File: config.mk
export PLATFORM = sky130hd
export DESIGN_NAME = adc_bus_ctrl
export DESIGN_NICKNAME = d
export VERILOG_FILES = /design/src/rtl/adc_bus_pkg.sv /design/src/rtl/adc_edge_det.sv /design/src/rtl/adc_conv_seq.sv /design/src/rtl/adc_sample_hold.sv /design/src/rtl/adc_bus_out.sv /design/src/rtl/adc_bus_ctrl.sv
export SDC_FILE = /design/constraint.sdc
export NUM_CORES = 1
export LEC_CHECK = 0
export ABC_AREA = 1
export BUFFER_PORTS_ARGS = -buffer_cell sky130_fd_sc_hd__buf_4
export CORE_UTILIZATION = 35
export CTS_BUF_LIST = sky130_fd_sc_hd__clkbuf_8
export DETAILED_ROUTE_END_ITERATION = 12
export PLACE_DENSITY = 0.63
export SLEW_MARGIN = 15
export SYNTH_ARGS = -nofsm -noshare
export SYNTH_HDL_FRONTEND = slang
export SYNTH_SLANG_ARGS = --single-unit
File: constraint.sdc
create_clock -name clk -period 3.3 [get_ports clk]
set_input_delay 0.495 -clock clk [delete_from_list [all_inputs] [get_ports clk]]
set_output_delay 0.495 -clock clk [all_outputs]
set_load 0.005 [all_outputs]
File: src/rtl/adc_bus_pkg.sv
package adc_bus_pkg;

    localparam int RES_W  = 12;
    localparam int BYTE_W = 8;
    localparam int HI_W   = RES_W - BYTE_W;

    typedef logic [RES_W-1:0] result_t;

    typedef enum logic {
        START_IRQ  = 1'b0,
        START_SLOW = 1'b1
    } start_mode_e;

    typedef enum logic {
        SEQ_IDLE = 1'b0,
        SEQ_CONV = 1'b1
    } seq_state_e;

    typedef struct packed {
        logic acc_fall;
        logic cs_fall;
        logic conv_fall;
    } bus_edges_t;

    function automatic result_t pick_field(input result_t res, input logic word, input logic hi);
        result_t r;
        if (word)
            r = res;
        else if (hi)
            r = {{(RES_W-HI_W){1'b0}}, res[RES_W-1:BYTE_W]};
        else
            r = {{(RES_W-BYTE_W){1'b0}}, res[BYTE_W-1:0]};
        return r;
    endfunction

endpackage

File: src/rtl/adc_edge_det.sv
module adc_edge_det #(
    parameter int N = 3
) (
    input  logic         clk,
    input  logic         rst,
    input  logic [N-1:0] lvl_n,
    output logic [N-1:0] fall
);
    logic [N-1:0] prev_q;

    for (genvar i = 0; i < N; i++) begin : g_line
        always_ff @(posedge clk) begin
            if (rst)
                prev_q[i] <= 1'b1;
            else
                prev_q[i] <= lvl_n[i];
        end
        assign fall[i] = prev_q[i] & ~lvl_n[i];
    end
endmodule

File: src/rtl/adc_conv_seq.sv
module adc_conv_seq
    import adc_bus_pkg::*;
#(
    parameter int CONV_CYC = 13
) (
    input  logic       clk,
    input  logic       rst,
    input  bus_edges_t edges,
    input  logic       conv_lvl_n,
    input  logic       byte_hi,
    output logic       hold,
    output logic       stat_n,
    output logic       start_p,
    output logic       done_p
);
    localparam int CNT_W = $clog2(CONV_CYC + 1);

    seq_state_e  state;
    start_mode_e mode;
    logic [CNT_W-1:0] cnt;
    logic slow_req;
    logic start_req;

    assign slow_req  = edges.cs_fall & ~conv_lvl_n & ~byte_hi;
    assign start_req = edges.conv_fall | slow_req;
    assign start_p   = (state == SEQ_IDLE) && start_req;
    assign done_p    = (state == SEQ_CONV) && (cnt == '0);
    assign hold      = (state == SEQ_CONV);

    always_ff @(posedge clk) begin
        if (rst) begin
            state  <= SEQ_IDLE;
            mode   <= START_IRQ;
            cnt    <= '0;
            stat_n <= 1'b1;
        end else begin
            case (state)
                SEQ_IDLE: begin
                    if (start_req) begin
                        state  <= SEQ_CONV;
                        cnt    <= CNT_W'(CONV_CYC - 1);
                        mode   <= edges.conv_fall ? START_IRQ : START_SLOW;
                        stat_n <= edges.conv_fall;
                    end else if (edges.acc_fall) begin
                        stat_n <= 1'b1;
                    end
                end
                default: begin
                    if (cnt == '0) begin
                        state  <= SEQ_IDLE;
                        stat_n <= (mode == START_SLOW);
                    end else begin
                        cnt <= cnt - 1'b1;
                    end
                end
            endcase
        end
    end

    assert_hold_keeps_R2: assert property (@(posedge clk) disable iff (rst)
        (state == SEQ_CONV && cnt != '0) |=> (state == SEQ_CONV));

    assert_irq_on_end_R3: assert property (@(posedge clk) disable iff (rst)
        (done_p && mode == START_IRQ) |=> !stat_n);

    assert_busy_low_R6: assert property (@(posedge clk) disable iff (rst)
        (state == SEQ_CONV && mode == START_SLOW) |-> !stat_n);

    assert_no_restart_R11: assert property (@(posedge clk) disable iff (rst)
        (state == SEQ_CONV && start_req && cnt != '0) |=>
            (state == SEQ_CONV && mode == $past(mode) && cnt == $past(cnt) - 1'b1));
endmodule

File: src/rtl/adc_sample_hold.sv
module adc_sample_hold
    import adc_bus_pkg::*;
(
    input  logic    clk,
    input  logic    rst,
    input  logic    start_p,
    input  logic    done_p,
    input  logic    hold,
    input  result_t samp_in,
    output result_t result
);
    result_t held_q;

    always_ff @(posedge clk) begin
        if (rst) begin
            held_q <= '0;
            result <= '0;
        end else begin
            if (start_p)
                held_q <= samp_in;
            if (done_p)
                result <= held_q;
        end
    end

    assert_result_frozen_R7: assert property (@(posedge clk) disable iff (rst)
        (hold && !done_p) |=> $stable(result));

    assert_held_frozen_R7: assert property (@(posedge clk) disable iff (rst)
        (hold && $past(hold)) |-> $stable(held_q));
endmodule

File: src/rtl/adc_bus_out.sv
module adc_bus_out
    import adc_bus_pkg::*;
(
    input  logic    cs_n,
    input  logic    rd_n,
    input  logic    word_sel,
    input  logic    byte_hi,
    input  result_t result,
    output result_t dout,
    output logic    dout_oe
);
    always_comb begin
        dout_oe = ~cs_n & ~rd_n;
        dout    = dout_oe ? pick_field(result, word_sel, byte_hi) : '0;
    end

    always_comb begin
        if (dout_oe && !word_sel)
            assert_byte_narrow_R9: assert (dout[RES_W-1:BYTE_W] == '0);
    end
endmodule

File: src/rtl/adc_bus_ctrl.sv
module adc_bus_ctrl
    import adc_bus_pkg::*;
#(
    parameter int CONV_CYC = 13
) (
    input  logic             clk,
    input  logic             rst,
    input  logic             conv_n,
    input  logic             cs_n,
    input  logic             rd_n,
    input  logic             byte_hi,
    input  logic             word_sel,
    input  logic [RES_W-1:0] samp_in,
    output logic             hold,
    output logic             stat_n,
    output logic [RES_W-1:0] dout,
    output logic             dout_oe
);
    logic [2:0] falls;
    bus_edges_t edges;
    logic       start_p;
    logic       done_p;
    result_t    result;

    adc_edge_det #(.N(3)) u_edges (
        .clk   (clk),
        .rst   (rst),
        .lvl_n ({cs_n | rd_n, cs_n, conv_n}),
        .fall  (falls)
    );

    assign edges = bus_edges_t'(falls);

    adc_conv_seq #(.CONV_CYC(CONV_CYC)) u_seq (
        .clk        (clk),
        .rst        (rst),
        .edges      (edges),
        .conv_lvl_n (conv_n),
        .byte_hi    (byte_hi),
        .hold       (hold),
        .stat_n     (stat_n),
        .start_p    (start_p),
        .done_p     (done_p)
    );

    adc_sample_hold u_sh (
        .clk     (clk),
        .rst     (rst),
        .start_p (start_p),
        .done_p  (done_p),
        .hold    (hold),
        .samp_in (samp_in),
        .result  (result)
    );

    adc_bus_out u_out (
        .cs_n     (cs_n),
        .rd_n     (rd_n),
        .word_sel (word_sel),
        .byte_hi  (byte_hi),
        .result   (result),
        .dout     (dout),
        .dout_oe  (dout_oe)
    );

    assert_read_release_R4: assert property (@(posedge clk) disable iff (rst)
        (!stat_n && !hold && (cs_n || rd_n) && !(edges.conv_fall)) |=> !stat_n);
endmodule

==> Word-level counts from Yosys, hierarchy flattened <==
Cells that the tools add are included.
{ "classes": {"n_bitwise": 14, "eq_ne": 2, "n_reduce_logical": 8, "mux": 14, "n_addsub": 1} }
{ "op_table": {"columns": ["cell", "count"], "rows": [
  ["12-bit two-way mux", 2],
  ["4-bit two-way mux", 3],
  ["1-bit two-way mux", 8],
  ["8-bit two-way mux", 1],
  ["1-bit bitwise AND", 6],
  ["1-bit NOT", 6],
  ["2-bit AND reduction", 3],
  ["4-bit logical NOT", 1],
  ["2-bit != test (second input constant)", 2],
  ["4-bit by 1-bit subtractor with 4-bit output (second input constant)", 1],
  ["3-bit nonzero test", 1],
  ["1-bit logical AND", 2],
  ["1-bit OR", 2],
  ["2-bit nonzero test", 1]
]} }
{ "totals": {"regBits": 34, "out_inout_bits": 15} }

==> Logic depth before layout (Yosys ltp) <==
Gate-level depths: netlist (run 1).
{ "logic_depth": {"depth_word": 7, "mapped_depth": 10, "mapped_depth_nobuf": 10} }

==> Modules after synthesis <==
Synthesis (run 1) repeated with hierarchy kept, for this count alone.
{ "unflattened": {"hier_cells": 265, "hier_area_um2": 1702.9} }
{ "modules_own_cells": {"columns": ["mod", "seq_area_each_um2", "area_each_um2", "cells_each", "instances"], "rows": [
  ["adc_sample_hold", 480.5, 994.7, 151, 1],
  ["adc_conv_seq", 140.1, 426.7, 58, 1],
  ["adc_bus_out", 0.0, 161.4, 37, 1],
  ["adc_edge_det", 60.1, 108.9, 16, 1],
  ["adc_bus_ctrl", 0.0, 11.3, 3, 1]
]} }

==> Worst setup path before layout (run 1) <==
OpenSTA, ideal clock, no wires.
{ "synth_path": {"path_type": "input-to-output", "startpoint": "input port word_sel", "endpoint": "output port dout[2]", "setup_slack_ns": 1.712, "t_arrival_ns": 1.093, "t_required_ns": 2.805, "cell_stages": 6, "cell_sequence": "inv_1 -> nand2_1 -> inv_1 -> buf_2 -> o21ai_0 -> a21oi_1"} }
{ "synth_via": {"elab_chain_cells": 2} }
{ "synth_lines": {"columns": ["element", "line", "text"], "rows": [
  ["from (decl)", "adc_bus_ctrl.sv:12", "input logic word_sel,"],
  ["12-bit two-way mux", "adc_bus_pkg.sv:27", "if (word)"],
  ["12-bit two-way mux", "adc_bus_out.sv:14", "dout = dout_oe ? pick_field(result, word_sel, byte_hi) : '0;"],
  ["to (decl)", "adc_bus_ctrl.sv:16", "output logic [RES_W-1:0] dout,"]
]} }
No other way between the ends.

==> Worst setup path in the final report (run 1) <==
{ "layout_path": {"startpoint": "input port cs_n", "endpoint": "output port dout[9]"} }
{ "layout_via": {"elab_chain_cells": 3} }
{ "layout_lines": {"columns": ["element", "line", "text"], "rows": [
  ["from (decl)", "adc_bus_ctrl.sv:9", "input logic cs_n,"],
  ["1-bit NOT", "adc_bus_out.sv:13", "dout_oe = ~cs_n & ~rd_n;"],
  ["1-bit bitwise AND", "adc_bus_out.sv:13", null],
  ["12-bit two-way mux", "adc_bus_out.sv:14", null]
]} }
No other way between the ends.

==> results of run 1 <==
-- metal layers --
metal	share of wire (%)	global-route usage (%)	vias up	routed length [um]
li1	-	-	701	-
met2	42	23.6	25	1350
met4	1.4	6.12	0	45
met3	4.2	4.97	4	134
met1	52	21.4	570	1660
met5	0	0	-	0
-- critical path: stages --
cell,delay [ns]
buf_4,0.12
nor2_1,0.54
inv_1,0.18
nor3_1,0.18
buf_4,0.14
-- cells by family (layout without fill, tap and decap cells) --
kind of cell,count (synthesis),in the layout,synth area share (%)
buf+inv,29,60,9.21
simple gates,92,92,29.2
flops,34,34,46.4
compound gates,42,42,14.3
fa+ha+maj,1,1,0.852
-- through the flow --
step                      power, mW  setup WS (ns)  std cells  util [%]
after CTS                      1.15           1.13        279      46.4
after floorplan               0.619           1.71        198         -
after global placement        0.668           1.18        271      42.9
final                          1.14           1.14        279      46.4
after global routing           1.20          0.977        279      46.4
after detailed placement      0.672           1.14        271      42.9
-- final timing paths --
path                            slack [ns]            from  depth (start not counted)           endpoint
worst max-delay path                  1.14            cs_n                          5            dout[9]
worst min-delay path                  0.42            cs_n                          2  u_edges.prev_q[1]
worst max register to register        1.60    u_seq.cnt[0]                          8     u_sh.result[0]
worst min register to register        0.46  u_sh.held_q[0]                          2     u_sh.held_q[0]
-- power breakdown --
| part | internal, mW | switching [mW] |
|---|---|---|
| Combinational | 0.0747 | 0.111 |
| Clock | 0.322 | 0.154 |
| Sequential | 0.454 | 0.0224 |
| Total | 0.851 | 0.288 |
-- registers in the layout, indices dropped and copies added (netlist names) --
register / flops
u_edges.prev_q: 3
u_seq.cnt: 4
u_seq.hold: 1
u_seq.mode: 1
u_seq.stat_n: 1
u_sh.held_q: 12
u_sh.result: 12
-- cell type report --
class	count	area, um2	share of cell area [%]
inverters	19	71.3	3.84
clock inverters	2	60.1	3.23
multi-input cells	135	652	35.1
clock buffers	6	82.6	4.45
repair buffers	33	248	13.3
well taps	50	62.6	3.37
flip-flops and latches	34	681	36.7
-- cell usage in the layout (no fill, tap or decap), drive strengths merged --
cell type / Yosys / layout
nand2: 35 / 35
dfxtp: 34 / 34
buf: 9 / 33
nor2: 26 / 26
a21oi: 24 / 24
nand3: 22 / 22
inv: 19 / 19
o21ai: 18 / 18
clkbuf: 1 / 6
nor3: 4 / 4
nand4: 2 / 2
bufinv: 0 / 2
or2: 2 / 2
nand3b: 1 / 1
ha: 1 / 1
==> reports/qor.yml, run 1 <==
status: "finished, final reports clean"
antenna_found_initial: 0
syn_area_per_cell_um2: 7.41
yosysWarnings: 0
relSlewSlack_pct: 53.4
grt_pass1_vias: 1184
clock-sinks: 34
crit_arrival_ns: 1.66
clockRootBuffer: "clkbuf_8"
grt-ovfl-total: 0
grt_first_pass_wirelength_mm: 5.40
syn_area_mm2: 0.00147
period_share_pct: 65.4
diodes: 0
hpwl_mm: 2.22
coreArea_mm2: 0.00400
synth_area_leaders: "dfxtp_1 46%, a21oi_1 8.2%, nand2_1 7.9%, nand3_1 6.8%, o21ai_0 6.1%"
synthDistinctLibCells: 22
path_max_fanout: 12
setup_viol_count_final: 0
wl_per_cell_um: 11.4
hold_violations: 0
fin_tns_setup_ns: 0
die_w_um: 66.8
clkSlewWorstSetupHoldPaths_ns: 0.07
ios: 34
clock_path_buffers: 2
ant_nets: 0
grt_max_degree: 24
ir_drop_uv: 232
end_kind: "primary output"
p_leak_nw: 0.825
cp.required_ns: 2.80
htreeDepth: 2
dpl_cell_area_mm2: 0.00171
drtIter0Drc: 62
fin_skew_ns: 0.00482
fmax_mhz: 463
dr.pass1.iters: 4
drc: 0
fill_cells: 418
gr-usage-all-layers_pct: 16.0
slew_violations: 0
nets: 248
synth_cells: 198
rows: 23
period_needed_ns: 2.16
port_buffers: 33
powerDensity_mw_per_mm2: 613
initial_utilization_pct: 36.7
synth-main-ff-cell: "dfxtp_1"
cts_buffers: 5
cts_tree: "done"
totalWireLength_mm: 3.19
synth-async-reset-ratio_pct: 0
drive_above_1_share_pct: 22.7
area_growth_syn_to_layout_pct: 26.5
syn_nets: 218
rsz0062_at_grt: "no"
synth-edff-count: 0
viasPerCell: 4.66
final_cell_area_mm2: 0.00186
chipHeight_um: 66.8
min_path_type: "in2reg"
gp_congestion: 0.722
vias: 1300
die-area_mm2: 0.00446
worstSetupPathType: "in2out"
yosysTopAreaCell: "dfxtp_1"
ctsHoldBuffers: 0
synth_most_common_cell: "dfxtp_1"
post_cts_buffers: 0
drv_cap: 0
cts_resized: 0
final.hold.worst_slack_ns: 0.425
insertion_delay_ns: 0.28
worst_pin_slew_ns: 0.697
synth_common_cells: "34 x dfxtp_1, 31 x nand2_1, 24 x a21oi_1"
synth_seq_cells: 34
critPathLaunchType: "primary input"
ys_seq_area_share_pct: 46.4
synth_top_area_share_pct: 46.4
No activity file was read; power rests on OpenSTA's default activity.
==> run 2, diff against run 1 <==
Settings changed: ABC_AREA 1 to 0.
Clock period 3.3 ns to 2.04 ns, I/O delays scaled along.
==> reports/qor.yml, run 2 <==
grt_first_pass_wirelength_mm: 4.44
cp.required_ns: 1.73
synthSimpleGateAreaFrac_pct: 23.3
clkSlewWorstSetupHoldPaths_ns: 0.07
synth_seq_cells: 34
syn_nets: 183
powerDensity_mw_per_mm2: 801
clock-sinks: 34
setup_viol_count_final: 0
reg2reg_depth: 5
syn_area_mm2: 0.00146
cts_buffers: 5
htreeDepth: 2
rows: 23
ir_drop_uv: 369
totalWireLength_mm: 2.74
initial_utilization_pct: 36.4
grt-ovfl-total: 0
drtIter0Drc: 54
wl_per_cell_um: 11.2
hold_depth: 2
crit_chain: "buf_4 > nor2b_1 > nor2_1 > and2_1 > buf_4"
post_cts_buffers: 0
port_buffers: 33
clock_path_buffers: 2
synth_area_leaders: "dfxtp_1 47%, mux2i_1 12%, a21oi_1 6.2%, nand2_1 6.2%, nor2_1 5.7%"
synth_compound_area_share_pct: 9.61
min_path_type: "in2reg"
slowest_stage: "nor2b_1"
syn_area_per_cell_um2: 8.94
synth-main-ff-cell: "dfxtp_1"
ctsHoldBuffers: 0
chipHeight_um: 66.5
setup_ws_ns: 0.437
synthMuxAreaShare_pct: 11.7
synth_top_area_share_pct: 46.7
cts_tree: "done"
crit_arrival_ns: 1.30
ios: 34
synthAdderAreaFrac_pct: 0.858
area_growth_syn_to_layout_pct: 21.8
hp-start: "conv_n"
dr.pass1.iters: 4
hold_end: "u_edges.prev_q[0]"
yosysWarnings: 0
worst_pin_slew_ns: 0.503
nets: 213
synth_xor_area_share_pct: 0.601
ant_nets: 0
fin_tns_setup_ns: 0
status: "finished, final reports clean"
viasPerCell: 4.74
final_cell_mix: "34 x buf_4, 34 x dfxtp_1, 24 x nand2_1"
clockRootBuffer: "clkbuf_8"
grt_max_degree: 36
drc: 0
cts_resized: 0
gp_congestion: 0.695
antenna_found_initial: 0
critPathLaunchType: "primary input"
insertion_delay_ns: 0.28
relSlewSlack_pct: 66.4
slew_violations: 0
place_ws_ns: 0.405
synth_cells: 163
fin_skew_ns: 0.00172
r2r_start: "u_seq.hold"
p_leak_nw: 0.781
crit_top_cell: "buf_4"
synth-edff-count: 0
worstSetupPathType: "in2out"
synth_most_common_cell: "dfxtp_1"
gr-usage-all-layers_pct: 13.8
hold_violations: 0
path_max_fanout: 5
synth-async-reset-ratio_pct: 0
drive_above_1_share_pct: 27.3
coreArea_mm2: 0.00400
grt_pass1_vias: 938
fmax_mhz: 624
end_kind: "primary output"
die_w_um: 66.5
yosysTopAreaCell: "dfxtp_1"
vias: 1156
synth_top_family_by_area: "simple AND/OR/NAND/NOR gates"
hpwl_mm: 1.95
drv_cap: 0
r2r-end: "u_sh.held_q[2]"
period_share_pct: 78.6
reg.largest.list: "u_sh.held_q: 12 flops, u_sh.result: 12 flops, u_seq.cnt: 4 flops"
ys_seq_area_share_pct: 46.7
cp_slowest_stage_delay_ns: 0.41
fill_cells: 412
diodes: 0
synth_common_cells: "34 x dfxtp_1, 24 x nand2_1, 22 x nor2_1"
r2r_slack_ns: 0.52
synthDistinctLibCells: 31
die-area_mm2: 0.00443
rsz0062_at_grt: "no"
period_needed_ns: 1.60
## run 2: changes by cell type in the layout (fill, tap and decap cells not counted), moves of 4 or more
cell	before	now
a21oi_1	24	18
o21ai_0	18	0
and2_1	0	4
inv_1	18	2
nand2_1	31	24
and3_1	0	5
mux2i_1	0	17
nand3_1	20	5
## run 2: final cells by class
| class | count | area, um2 | share of cell area (%) |
|---|---|---|---|
| Sequential cell | 34 | 681 | 38.3 |
| Multi-Input combinational cell | 115 | 671 | 37.8 |
| Timing Repair Buffer | 34 | 255 | 14.4 |
| Clock buffer | 6 | 82.6 | 4.65 |
| Tap cell | 50 | 62.6 | 3.52 |
| Clock inverter | 2 | 12.5 | 0.705 |
| Inverter | 3 | 11.3 | 0.634 |
## run 2: routing by layer
metal  part of all wire [%]  vias up  wire (um)  track usage, %
li1                       -      604          -               -
met1                     51      508       1390            18.7
met2                     41       37       1120            19.6
met3                    6.3        7        173            5.14
met4                    1.9        0         51            5.59
met5                      0        -          0               0
## run 2: worst max path at each step
stage / start / endpoint / slack [ns] / cells past startpoint
floorplan: u_seq.cnt[0] / u_seq.cnt[3] / 0.65 / 6
global placement: word_sel / dout[7] / 0.41 / 5
detailed placement: word_sel / dout[7] / 0.41 / 5
CTS: word_sel / dout[7] / 0.40 / 5
global route: word_sel / dout[6] / 0.27 / 5
finish: word_sel / dout[7] / 0.44 / 5
## run 2: worst max-delay path, delay by kind of cell
| family | cells | cell delay (ns) |
|---|---|---|
| buffers and inverters | 2 | 0.25 |
| AND/OR/NAND/NOR | 3 | 0.74 |
## run 2: metrics by stage
step	util, %	std cells	hold slack [ns]	power [mW]	instance area (um2)
global route	44.4	244	0.219	1.50	1780
detailed placement	42.0	236	0.446	0.929	1680
finish	44.4	244	0.228	1.42	1780
CTS	44.4	244	0.221	1.44	1780
floorplan	-	163	0.413	0.884	1460
global placement	42.0	236	0.441	0.927	1680
## run 2: kinds of logic after synthesis
group | count (synthesis)
multiplexers | 17
AND/OR/NAND/NOR | 72
XOR/XNOR | 1
flip-flops | 34
adder cells (fa/ha/maj) | 1
buffers and inverters | 14
AO/OA/AOI/OAI | 24
## run 2: power by group
group | total (mW) | switching, mW | internal (mW)
combinational | 0.185 | 0.0922 | 0.0928
clock | 0.511 | 0.240 | 0.271
sequential | 0.726 | 0.0268 | 0.699
total | 1.42 | 0.359 | 1.06
==> run 3, diff against run 2 <==
Settings changed: PLACE_DENSITY 0.63 to 0.65.
Clock period 2.04 ns to 1.38 ns, I/O delays scaled along.
==> reports/qor.yml, run 3 (same netlist as run 2, synthesis figures left out) <==
clock-sinks: 34
drc: 0
final_cell_mix: "40 x buf_4, 32 x dfxtp_1, 24 x nand2_1"
p_sw_share_pct: 21.6
worstSetupPathType: "reg2reg"
initial_utilization_pct: 36.4
clkSlewWorstSetupHoldPaths_ns: 0.07
min_path_type: "in2reg"
gp_congestion: 0.748
end_kind: "flop"
regArea_um2: 683
hpwl_mm: 1.95
reg.largest.list: "u_sh.held_q: 12 flops, u_sh.result: 12 flops, u_seq.cnt: 4 flops"
period_needed_ns: 1.34
dr.pass1.iters: 4
layout_commonest_cell: "buf_4"
viasPerCell: 4.66
status: "finished, final reports clean"
fill_cells: 408
die_w_um: 66.5
hold_violations: 0
p_leak_nw: 0.874
clock_path_buffers: 2
fin_skew_ns: 0.00589
port_buffers: 33
nets: 222
rows: 23
drv_cap: 0
grt_pass1_vias: 1082
htreeDepth: 2
period_share_pct: 97.2
coreArea_mm2: 0.00400
slew_violations: 0
path_max_fanout: 3
grt_first_pass_wirelength_mm: 4.70
dp.cells: 245
totalWireLength_mm: 2.79
critPathLaunchType: "flop"
combPwrFrac_pct: 14.0
area_growth_syn_to_layout_pct: 34.4
instances_no_fill: 253
p_int_mw: 2.00
rsz0062_at_grt: "yes"
cp.required_ns: 1.54
insertion_delay_ns: 0.28
grt_max_degree: 36
cts_buffers: 5
chipHeight_um: 66.5
worst_pin_slew_ns: 0.351
die-area_mm2: 0.00443
dpl_cell_area_mm2: 0.00179
p_sw_mw: 0.550
sequentialPowerShare_pct: 42.0
fmax_mhz: 746
final_cell_area_mm2: 0.00196
drive_above_1_share_pct: 34.5
p_clk_share_pct: 44.1
diodes: 0
vias: 1178
clockRootBuffer: "clkbuf_8"
multiInputGateArea_um2: 699
ir_drop_uv: 500
gr-usage-all-layers_pct: 14.3
ant_nets: 0
antenna_found_initial: 0
ctsHoldBuffers: 0
powerDensity_mw_per_mm2: 1300
crit_arrival_ns: 1.50
ios: 34
relSlewSlack_pct: 76.6
setup_viol_count_final: 0
wl_per_cell_um: 11.0
drtIter0Drc: 24
cts_tree: "done"
grt-ovfl-total: 0
-- run 3: cell count changes in the layout (fill, tap and decap cells not counted), moves of 2 or more --
cell | previous run | this run
bufinv_16 | 0 | 2
inv_2 | 1 | 3
buf_4 | 34 | 40
dfxtp_1 | 34 | 32
dfxtp_2 | 0 | 2
buf_12 | 0 | 3
inv_1 | 2 | 0
-- run 3: area by class of cell --
type / count / area share, %
multi-input cells: 115 / 35.7
flip-flops and latches: 34 / 34.9
repair buffers: 43 / 18.4
clock buffers: 6 / 4.21
well taps: 50 / 3.19
clock inverters: 2 / 3.07
inverters: 3 / 0.575
-- run 3: per-stage QoR --
stage               utilization (%)  total power, mW  TNS (ns)  hold slack, ns  setup WS [ns]
floorplan                         -             1.31         0           0.314        0.00487
global placement               44.7             1.43         0           0.414         0.0145
detailed placement             44.7             1.43  -0.00384           0.414       -0.00384
CTS                            48.4             2.57  -0.00521           0.115       -0.00521
global route                   49.0             2.67   -0.0332           0.118        -0.0185
finish                         49.0             2.55         0           0.127         0.0389
-- run 3: metal layers --
metal | vias up | track usage (%) | routed length [um]
li1 | 619 | - | -
met1 | 528 | 16.8 | 1440
met3 | 5 | 5.31 | 134
met5 | - | 0 | 0
met4 | 0 | 6.38 | 43
met2 | 26 | 23.1 | 1180
-- run 3: path summary, 6_finish.rpt --
check	depth (start not counted)	slack, ns	end	startpoint
min	2	0.13	u_edges.prev_q[2]	rd_n
max reg2reg	6	0.04	u_seq.cnt[3]	u_seq.cnt[0]
max	6	0.04	u_seq.cnt[3]	u_seq.cnt[0]
min reg2reg	2	0.45	u_sh.result[6]	u_sh.result[6]
-- run 3: critical path, cell delays in order (launching register included) --
cell	delay [ns]
dfxtp_2	0.32
inv_2	0.07
ha_4	0.13
or3b_4	0.40
nand3_2	0.08
xor2_1	0.14
a21oi_1	0.07
-- run 3: power groups by stage --
stage / Sequential (mW) / Combinational (mW) / Clock [mW]
5_1_grt: 1.08 / 0.388 / 1.20
3_3_place_gp: 1.09 / 0.338 / 0
2_1_floorplan: 1.08 / 0.227 / 0
3_5_place_dp: 1.09 / 0.341 / 0
6_report: 1.07 / 0.355 / 1.12
4_1_cts: 1.07 / 0.346 / 1.15
-- run 3: what timing repair did --
action,CTS,global route
buffers inserted,0,0
hold endpoints to repair,0,0
pin swaps,0,4
setup endpoints to repair,1,8
gates resized for setup,1,8
